## src/rtl/pport_unlock_pkg.sv

```systemverilog
// Package: shared constants and types for the parallel-port unlock detector.
// Assumes the magic prefix, the command codes and the identifier nibbles are
// fixed by the host-side protocol.
package pport_unlock_pkg;

    localparam int DATA_W    = 8;
    localparam int CTL_W     = 4;
    localparam int NIB_W     = 4;
    localparam int MAGIC_LEN = 7;
    localparam int IDX_W     = $clog2(MAGIC_LEN + 1);

    localparam logic [DATA_W-1:0] CMD_ATTACH = 8'h20;
    localparam logic [DATA_W-1:0] CMD_DETACH = 8'h30;
    localparam logic [CTL_W-1:0]  CTL_REST   = 4'h4;
    localparam logic [CTL_W-1:0]  CTL_ACT    = 4'h5;

    localparam logic [NIB_W-1:0]  ID_NIB_HI  = 4'hB;
    localparam logic [NIB_W-1:0]  ID_NIB_MID = 4'h5;
    localparam logic [NIB_W-1:0]  ID_NIB_LO  = 4'hF;
    localparam logic [NIB_W-1:0]  NIB_BLANK  = 4'h0;

    // Number of matched prefix bytes at which each identifier nibble shows.
    localparam int POS_ID_HI  = 5;
    localparam int POS_ID_MID = 6;

    typedef enum logic [2:0] {
        ST_IDLE,
        ST_PRE,
        ST_CMD,
        ST_STRB,
        ST_END
    } mstate_e;

    typedef enum logic [1:0] {
        KIND_NONE   = 2'd0,
        KIND_ATTACH = 2'd1,
        KIND_DETACH = 2'd2,
        KIND_OTHER  = 2'd3
    } kind_e;

    // Expected byte at a given prefix position (0-based).
    function automatic logic [DATA_W-1:0] magic_byte(input logic [IDX_W-1:0] pos);
        case (pos)
            3'd0:    magic_byte = 8'hFE;
            3'd1:    magic_byte = 8'hAA;
            3'd2:    magic_byte = 8'h55;
            3'd3:    magic_byte = 8'h00;
            3'd4:    magic_byte = 8'hFF;
            3'd5:    magic_byte = 8'h87;
            3'd6:    magic_byte = 8'h78;
            default: magic_byte = 8'hFE;
        endcase
    endfunction

endpackage

```

## src/rtl/pport_sync.sv

```systemverilog
// Module: multi-stage synchronizer with a change detector.
// Assumes the input is asynchronous and is held long enough to settle;
// a change shows as a one-cycle 'changed' when the settled value differs
// from the value one cycle earlier.
module pport_sync #(
    parameter int W      = 8,
    parameter int STAGES = 2
) (
    input  logic         clk,
    input  logic         rst_n,
    input  logic [W-1:0] d,
    output logic [W-1:0] q,
    output logic [W-1:0] q_prev,
    output logic         changed
);

    localparam int LAST = STAGES - 1;

    logic [W-1:0] chain [STAGES];

    // First stage: capture the asynchronous input.
    always_ff @(posedge clk) begin
        if (!rst_n) chain[0] <= '0;
        else        chain[0] <= d;
    end

    generate
        for (genvar g = 1; g < STAGES; g++) begin : g_stage
            // Further stages: let metastability settle.
            always_ff @(posedge clk) begin
                if (!rst_n) chain[g] <= '0;
                else        chain[g] <= chain[g-1];
            end
        end
    endgenerate

    // Hold the previous settled value for change detection.
    always_ff @(posedge clk) begin
        if (!rst_n) q_prev <= '0;
        else        q_prev <= chain[LAST];
    end

    assign q       = chain[LAST];
    assign changed = (chain[LAST] != q_prev);

endmodule

```

## src/rtl/pport_matcher.sv

```systemverilog
// Module: unlock sequence matcher.
// Steps once per change of the settled data value. It walks the magic prefix,
// latches the command byte, waits for the control strobe rest->active->rest
// and then for the end byte. Assumes data and control changes arrive in
// separate cycles; if they coincide, the data change wins.
module pport_matcher
    import pport_unlock_pkg::*;
(
    input  logic              clk,
    input  logic              rst_n,
    input  logic [DATA_W-1:0] dat,
    input  logic              dat_chg,
    input  logic [CTL_W-1:0]  ctl,
    input  logic [CTL_W-1:0]  ctl_prev,
    output mstate_e           state,
    output logic [IDX_W-1:0]  idx,
    output logic [DATA_W-1:0] cmd_byte,
    output logic              commit
);

    localparam logic [IDX_W-1:0] LEN = IDX_W'(MAGIC_LEN);

    mstate_e           state_n;
    logic [IDX_W-1:0]  idx_n;
    logic [DATA_W-1:0] cmd_n;
    logic              commit_n;
    logic              is_start;
    logic              ctl_rise;

    assign is_start = (dat == magic_byte('0));
    assign ctl_rise = (ctl == CTL_ACT) && (ctl_prev == CTL_REST);

    // Next-state decode for one matcher step.
    always_comb begin
        state_n  = state;
        idx_n    = idx;
        cmd_n    = cmd_byte;
        commit_n = 1'b0;
        case (state)
            ST_IDLE: begin
                if (dat_chg && is_start) begin
                    state_n = ST_PRE;
                    idx_n   = IDX_W'(1);
                end
            end
            ST_PRE: begin
                if (dat_chg) begin
                    if (idx == LEN) begin
                        cmd_n   = dat;
                        state_n = ST_CMD;
                    end else if (dat == magic_byte(idx)) begin
                        idx_n = idx + IDX_W'(1);
                    end else if (is_start) begin
                        idx_n = IDX_W'(1);
                    end else begin
                        state_n = ST_IDLE;
                        idx_n   = '0;
                    end
                end
            end
            ST_CMD: begin
                if (dat_chg) begin
                    state_n = is_start ? ST_PRE : ST_IDLE;
                    idx_n   = is_start ? IDX_W'(1) : '0;
                end else if (ctl_rise) begin
                    state_n = ST_STRB;
                end
            end
            ST_STRB: begin
                if (dat_chg) begin
                    state_n = is_start ? ST_PRE : ST_IDLE;
                    idx_n   = is_start ? IDX_W'(1) : '0;
                end else if (ctl == CTL_REST) begin
                    state_n  = ST_END;
                    commit_n = 1'b1;
                end else if (ctl != CTL_ACT) begin
                    state_n = ST_IDLE;
                    idx_n   = '0;
                end
            end
            ST_END: begin
                if (dat_chg) begin
                    state_n = is_start ? ST_PRE : ST_IDLE;
                    idx_n   = is_start ? IDX_W'(1) : '0;
                end
            end
            default: begin
                state_n = ST_IDLE;
                idx_n   = '0;
            end
        endcase
    end

    // State, position, command latch and commit pulse registers.
    always_ff @(posedge clk) begin
        if (!rst_n) begin
            state    <= ST_IDLE;
            idx      <= '0;
            cmd_byte <= '0;
            commit   <= 1'b0;
        end else begin
            state    <= state_n;
            idx      <= idx_n;
            cmd_byte <= cmd_n;
            commit   <= commit_n;
        end
    end

endmodule

```

## src/rtl/pport_cmd_dec.sv

```systemverilog
// Module: command decoder and attach flag.
// On each commit pulse it classifies the latched command byte, updates the
// attached flag and raises a one-cycle fire pulse.
module pport_cmd_dec
    import pport_unlock_pkg::*;
(
    input  logic              clk,
    input  logic              rst_n,
    input  logic              commit,
    input  logic [DATA_W-1:0] cmd_byte,
    output logic              fire,
    output kind_e             kind,
    output logic              attached
);

    kind_e kind_n;

    // Classify the latched command byte.
    always_comb begin
        if (cmd_byte == CMD_ATTACH)      kind_n = KIND_ATTACH;
        else if (cmd_byte == CMD_DETACH) kind_n = KIND_DETACH;
        else                             kind_n = KIND_OTHER;
    end

    // Register the decoded result and the attach flag at commit.
    always_ff @(posedge clk) begin
        if (!rst_n) begin
            fire     <= 1'b0;
            kind     <= KIND_NONE;
            attached <= 1'b0;
        end else begin
            fire <= commit;
            if (commit) begin
                kind <= kind_n;
                if (kind_n == KIND_ATTACH)      attached <= 1'b1;
                else if (kind_n == KIND_DETACH) attached <= 1'b0;
            end
        end
    end

endmodule

```

## src/rtl/pport_status.sv

```systemverilog
// Module: identifier nibble driver.
// Chooses the value for status lines 7:4 from the matcher position and
// registers it, so the output is glitch-free.
module pport_status
    import pport_unlock_pkg::*;
(
    input  logic              clk,
    input  logic              rst_n,
    input  mstate_e           state,
    input  logic [IDX_W-1:0]  idx,
    input  logic [DATA_W-1:0] cmd_byte,
    output logic [NIB_W-1:0]  nib
);

    logic [NIB_W-1:0] nib_n;
    logic             late_id;

    assign late_id = ((state == ST_STRB) || (state == ST_END)) && (cmd_byte == CMD_ATTACH);

    // Pick the nibble for the current matcher position.
    always_comb begin
        nib_n = NIB_BLANK;
        if (state == ST_PRE && idx == IDX_W'(POS_ID_HI))       nib_n = ID_NIB_HI;
        else if (state == ST_PRE && idx == IDX_W'(POS_ID_MID)) nib_n = ID_NIB_MID;
        else if (late_id)                                      nib_n = ID_NIB_LO;
    end

    // Output register.
    always_ff @(posedge clk) begin
        if (!rst_n) nib <= NIB_BLANK;
        else        nib <= nib_n;
    end

endmodule

```

## src/rtl/pport_unlock_detect.sv

```systemverilog
// Module: top of the parallel-port unlock detector.
// Synchronizes the host data and control lines, runs the sequence matcher,
// decodes the command and drives the identifier nibble. Assumes the host
// holds every value for several system clocks.
module pport_unlock_detect
    import pport_unlock_pkg::*;
#(
    parameter int SYNC_STAGES = 2
) (
    input  logic        clk,
    input  logic        rst_n,
    input  logic [7:0]  host_data,
    input  logic [3:0]  host_ctl,
    output logic [3:0]  stat_nib,
    output logic        attached,
    output logic        cmd_fire,
    output logic [1:0]  cmd_kind
);

    logic [DATA_W-1:0] dat_q, dat_p;
    logic              dat_chg;
    logic [CTL_W-1:0]  ctl_q, ctl_p;
    logic              ctl_chg;
    mstate_e           mstate;
    logic [IDX_W-1:0]  midx;
    logic [DATA_W-1:0] mcmd;
    logic              mcommit;
    kind_e             kind;

    pport_sync #(.W(DATA_W), .STAGES(SYNC_STAGES)) u_sync_dat (
        .clk(clk), .rst_n(rst_n), .d(host_data),
        .q(dat_q), .q_prev(dat_p), .changed(dat_chg)
    );

    pport_sync #(.W(CTL_W), .STAGES(SYNC_STAGES)) u_sync_ctl (
        .clk(clk), .rst_n(rst_n), .d(host_ctl),
        .q(ctl_q), .q_prev(ctl_p), .changed(ctl_chg)
    );

    pport_matcher u_match (
        .clk(clk), .rst_n(rst_n),
        .dat(dat_q), .dat_chg(dat_chg),
        .ctl(ctl_q), .ctl_prev(ctl_p),
        .state(mstate), .idx(midx), .cmd_byte(mcmd), .commit(mcommit)
    );

    pport_cmd_dec u_dec (
        .clk(clk), .rst_n(rst_n),
        .commit(mcommit), .cmd_byte(mcmd),
        .fire(cmd_fire), .kind(kind), .attached(attached)
    );

    pport_status u_stat (
        .clk(clk), .rst_n(rst_n),
        .state(mstate), .idx(midx), .cmd_byte(mcmd),
        .nib(stat_nib)
    );

    assign cmd_kind = kind;

endmodule

```

## config.mk

```make
export PLATFORM = sky130hd
export DESIGN_NAME = pport_unlock_detect
export DESIGN_NICKNAME = d
export VERILOG_FILES = /design/src/rtl/pport_unlock_pkg.sv /design/src/rtl/pport_sync.sv /design/src/rtl/pport_matcher.sv /design/src/rtl/pport_cmd_dec.sv /design/src/rtl/pport_status.sv /design/src/rtl/pport_unlock_detect.sv
export SDC_FILE = /design/constraint.sdc
export NUM_CORES = 1
export LEC_CHECK = 0
export BUFFER_PORTS_ARGS = -buffer_cell sky130_fd_sc_hd__buf_4
export CAP_MARGIN = 0
export CORE_MARGIN = 3
export CORE_UTILIZATION = 38
export CTS_CLUSTER_SIZE = 24
export DETAILED_ROUTE_END_ITERATION = 7
export PLACE_DENSITY_LB_ADDON = 0.12
export SYNTH_ARGS = -nofsm -noshare
export SYNTH_HDL_FRONTEND = slang
export SYNTH_SLANG_ARGS = --single-unit
```

## constraint.sdc

```tcl
create_clock -name clk -period 3.7 [get_ports clk]
set_input_delay 0.74 -clock clk [delete_from_list [all_inputs] [get_ports clk]]
set_output_delay 0.74 -clock clk [all_outputs]
set_load 0.005 [all_outputs]
```

Word-level counts from Yosys, hierarchy flattened
Memories as Yosys holds them, arrays and structs flattened.
Cells that the tools add are included.
{ "totals": {"register_bits": 35, "mem_bits_rw": 24, "word_cells": 105, "mem_count": 2} }
{ "op_classes": {"addsub": 1, "n_eq_ne": 33, "n_mux": 37, "bitwise": 6, "reduce_logical": 15} }
{ "mem_list": {"columns": ["memory", "depth", "width", "read_ports", "rd_clocked_by_memory_dff", "write_ports", "line", "rtl"], "rows": [
  ["u_sync_dat.chain", 2, 8, 2, 0, 2, "pport_sync.sv:19", "logic [W-1:0] chain [STAGES];"],
  ["u_sync_ctl.chain", 2, 4, 2, 0, 2, "pport_sync.sv:19", null]
]} }
{ "ops": {"columns": ["cell", "n"], "rows": [
  ["two-way mux 3 bit", 16],
  ["one-hot mux 8 bit (6 select lines)", 1],
  ["two-way mux 8 bit", 5],
  ["two-way mux 4 bit", 5],
  ["equality test 8 x 6 -> 1 bit (second input constant)", 2],
  ["equality test 3 bit (second input constant)", 5],
  ["one-hot mux 3 bit (5 select lines)", 1],
  ["equality test 3 x 2 -> 1 bit (second input constant)", 4],
  ["equality test 4 x 3 -> 1 bit (second input constant)", 3],
  ["one-hot mux 3 bit (4 select lines)", 1],
  ["equality test 8 bit", 1],
  ["equality test 8 bit (second input constant)", 1],
  ["!= test 2 x 1 -> 1 bit (second input constant)", 4],
  ["!= test 8 bit", 1],
  ["two-way mux 1 bit", 7],
  ["AND reduction 7 bit", 1],
  ["equality test 3 x 1 -> 1 bit (second input constant)", 2],
  ["!= test 3 x 1 -> 1 bit (second input constant)", 2],
  ["!= test 3 x 2 -> 1 bit (second input constant)", 2],
  ["AND reduction 6 bit", 1],
  ["logical AND 1 bit", 5],
  ["!= test 4 x 1 -> 1 bit (second input constant)", 1],
  ["!= test 4 x 3 -> 1 bit (second input constant)", 1],
  ["OR 1 bit", 4],
  ["other kinds (14)", 16]
]} }

Logic depth before layout (Yosys ltp)
{ "logic_depth": {"word_depth": 10, "ltp_mapped": 10, "ltp_nobuf": 9} }

By module
From an unflattened synthesis, not the netlist that was laid out.
{ "unflattened": {"cells_unflattened": 263, "hier_area_um2": 2606.2} }
{ "by_module_without_submodules": {"columns": ["mod", "n_inst", "cells_per_inst", "area_each_um2", "seq_area_each_um2"], "rows": [
  ["pport_matcher", 1, 138, 1137.3, 300.3],
  ["pport_sync (u_sync_dat)", 1, 61, 726.9, 480.5],
  ["pport_sync (u_sync_ctl)", 1, 30, 377.9, 240.2],
  ["pport_status", 1, 19, 195.2, 60.1],
  ["pport_cmd_dec", 1, 15, 168.9, 80.1]
]} }

Least setup slack after synthesis
Ideal clock, no wire load.
{ "synth_path": {"kind": "reg2reg", "from": "register u_match.idx[0]", "to": "register u_match.state[0]", "setup_time_ns": 0.119, "t_arrival_ns": 1.987, "slack_ns": 1.594, "path_stages_with_launch": 11, "cell_sequence": "dfxtp_1 inv_1 ha_1 buf_4 o21bai_2 o32ai_2 mux2i_1 or3_4 nor3_4 or3_1 a21oi_2"} }
{ "synth_between": {"elab_chain_len": 8} }
{ "synth_rtl": {"columns": ["item", "line", "rtl"], "rows": [
  ["start: declaration", "pport_matcher.sv:16", "output logic [IDX_W-1:0] idx,"],
  ["start signal: assignment", "pport_matcher.sv:103", "idx <= idx_n;"],
  ["equality test 3 bit (tied with other cells)", "pport_unlock_pkg.sv:43", "case (pos)"],
  ["one-hot mux 8 bit (6 select lines)", "pport_unlock_pkg.sv:43", null],
  ["two-way mux 8 bit", "pport_matcher.sv:48", "if (idx == LEN) begin"],
  ["two-way mux 8 bit", "pport_matcher.sv:47", "if (dat_chg) begin"],
  ["two-way mux 8 bit", "pport_matcher.sv:39", "case (state)"],
  ["equality test 8 bit", "pport_matcher.sv:51", "end else if (dat == magic_byte(idx)) begin"],
  ["!= test 3 x 2 -> 1 bit (no line)", null, null],
  ["AND reduction 7 bit (no line)", null, null],
  ["end signal: assignment", "pport_matcher.sv:102", "state <= state_n;"],
  ["end: declaration", "pport_matcher.sv:15", "output mstate_e state,"]
]} }
Several ways; a longest one is shown, not always the timed one. The select of a mux whose other input is x is not followed.
A chain may end at the register's enable or synchronous reset.

Final worst setup path
Same ends and word-level chain as after synthesis.

==> impl_metrics.ini <==
[timing]
min_period_ns = 2.416
maxSlewHeadroom = 0.5591
skew_ns = 0.008220
period_share = 0.6528
tns_ns = 0
hold_ws_ns = 0.4285
fmaxAchievable_ghz = 0.4140
drv_slew = 0
worst_slew_pin_slew_ns = 0.6599
rsz0062_at_grt = false
hold_violations = 0
setup_violations = 0

[detailed_routing]
drcViolationCount = 0
drtAntennaViolNets = 0
wl_per_cell_um = 13.70
drt-vias-per-instance = 5.071
drt_iter0_markers = 114
drt_wl_total_mm = 5.029
vias = 1861
first_pass_iters = 6

[pwr]
powerDensity_nw_per_um2 = 466.5
irDropWorstVdd_v = 0.0002330
total_power_mw = 1.346
power.leakage_nw = 1.138

[worst_setup_path]
crit_path_cell_trace = inv_1 > ha_1 > or2_1 > o221ai_1 > a31oi_1 > or3_4 > nor3_4 > or3_1 > a21oi_2
worst_setup_path_end_kind = flop
cp_top_family = simple AND/OR/NAND/NOR gates
critical-path-max-stage-delay_ns = 0.42
crit_slowest_cell = or3_4
worstSetupStartpointType = flop
crit_fanout = 13
crit_type = flop to flop
crit_buf_inv = 1
cp.arrival_ns = 2.64
required_ns = 3.93

[cells_and_area]
layout.nets = 306
n_antenna_cell = 0
fin_util = 0.4679
area_delta_synth_final_pct = 15.18
fill_cells = 628
drive_gt1_frac = 0.1712

[synth]
synth_commonest_cells = dfxtp_1 (58), and2_1 (37), nor2_1 (29)
synth_ff_type = dfxtp_1
syn-num-nets = 287
async_flop_share = 0
synth_area_leaders = dfxtp_1 (46%), and2_1 (9.2%), nor2_1 (4.3%)
synth_top_area_share = 0.4635
synth-edff-count = 0
avgSynthCellArea_um2 = 9.347
synth_cells = 268
netlist_area_um2 = 2505
synth-seq-cells = 58
synth-seq-area-share = 0.4635
yosysWarningCount = 0
yosys.area.top_type = dfxtp_1
synthDistinctLibCells = 61
yosysMostFrequentCell = dfxtp_1

[grt]
grt_overflow = 0
track_usage = 0.1516
antenna_found_initial = 0
grt_max_degree = 44
grt_pass1_wl_mm = 8.631
grt_pass1_vias = 1804

[floorplanning]
core-area_um2 = 6166
die_x_um = 87.19
rows = 28
fp.dieH_um = 87.19
ios = 22
die-area_um2 = 7602
start_util = 0.4062

[outcome]
status = completed

[cts]
cts_setup_buffers = 0
ctsHtreeMaxLevel = 3
cts_hold_buf = 0
cts_resized = 0
cts-buffers-inserted = 9
cts_sinks = 58
root_buffer = clkbuf_8
path_clk_slew_ns = 0.07
clk_latency_ns = 0.33
cts_tree = built
clock_path_buffers = 2

[hold_path]
hold_class = flop to flop

[placed_design]
dp_hpwl_mm = 3.409
gp_congestion = 0.8987
port_buffers = 21

[job]
cap_violations = 0
[stage by stage]
step / cell area, um^2 / setup WS [ns] / cells
floorplan: 2505 / 1.594 / 268
global placement: 2681 / 1.350 / 351
detailed placement: 2681 / 1.308 / 351
CTS: 2885 / 1.295 / 367
global route: 2885 / 1.141 / 367
finish: 2885 / 1.285 / 367
[layout make-up]
type                       count  area [um^2]  share of cell area
multi-input combinational    187         1227              0.4254
sequential                    58         1161              0.4024
timing repair buffer          22        165.2             0.05724
clock buffer                  10        137.6             0.04770
tap                           75        93.84             0.03252
clock inverter                 6        66.31             0.02298
inverter                       9        33.78             0.01171
[report_power, final]
| part | internal (mW) | total [mW] | switching (mW) |
|---|---|---|---|
| combinational | 0.0470 | 0.103 | 0.0563 |
| sequential | 0.643 | 0.659 | 0.0162 |
| clock | 0.330 | 0.584 | 0.254 |
| total | 1.02 | 1.35 | 0.327 |
[registers in the layout (all words and copies together) (netlist names)]
signal and count:
u_sync_dat.chain 16, u_match.cmd_byte 8, u_sync_ctl.chain 8, u_sync_dat.q_prev 8
u_sync_ctl.q_prev 4, u_match.idx 3, u_match.state 3, u_stat.nib 3
u_dec.kind 2, u_dec.attached 1, u_dec.fire 1, u_match.commit 1
[routing by layer]
layer	wire length, um	vias up	track usage
li1	-	961	-
met2	2317	37	0.2284
met5	0	-	0
met3	237	6	0.05393
met4	76	0	0.05997
met1	2399	857	0.1977
[cell families (layout without fill, tap and decap cells)]
kind of cell,count (synthesis),count (layout),synth area share
buffers and inverters,23,47,0.04645
and+or+nand+nor,126,126,0.2887
xor gates and xnor gates,9,9,0.03147
AOI/OAI and AO/OA,40,40,0.1169
muxes,7,7,0.02797
DFF,58,58,0.4635
adders and majority gates,5,5,0.02498
[cells in the final DEF (no fill, tap or decap), types with 2 or more instances in the layout]
master / netlist / final
a21o_1: 2 / 2
a21oi_1: 8 / 8
a31oi_1: 4 / 4
a32oi_1: 2 / 2
and2_1: 37 / 37
and3b_1: 2 / 2
and4_1: 2 / 2
buf_4: 3 / 22
clkbuf_8: 0 / 10
clkinv_2: 0 / 2
clkinv_4: 0 / 3
dfxtp_1: 58 / 58
ha_1: 5 / 5
inv_1: 7 / 7
mux2i_1: 7 / 7
nand2_1: 12 / 12
nand2b_1: 2 / 2
nand3_1: 8 / 8
nand4_1: 4 / 4
nor2_1: 29 / 29
nor2b_1: 2 / 2
nor3_1: 9 / 9
nor3b_1: 4 / 4
o21ai_1: 3 / 3
o31ai_1: 2 / 2
o32ai_1: 2 / 2
or3_4: 2 / 2
xnor2_1: 9 / 9
[worst paths after layout]
check                                              end  slack (ns)  cells after the start                   start
worst min-delay path            u_sync_ctl.chain[1][3]        0.43                      1  u_sync_ctl.chain[0][3]
worst max register to register        u_match.state[0]        1.28                      9          u_match.idx[0]
worst max-delay path                  u_match.state[0]        1.28                      9          u_match.idx[0]
worst min register to register  u_sync_ctl.chain[1][3]        0.43                      1  u_sync_ctl.chain[0][3]
No activity file was read; power rests on OpenSTA's default activity.
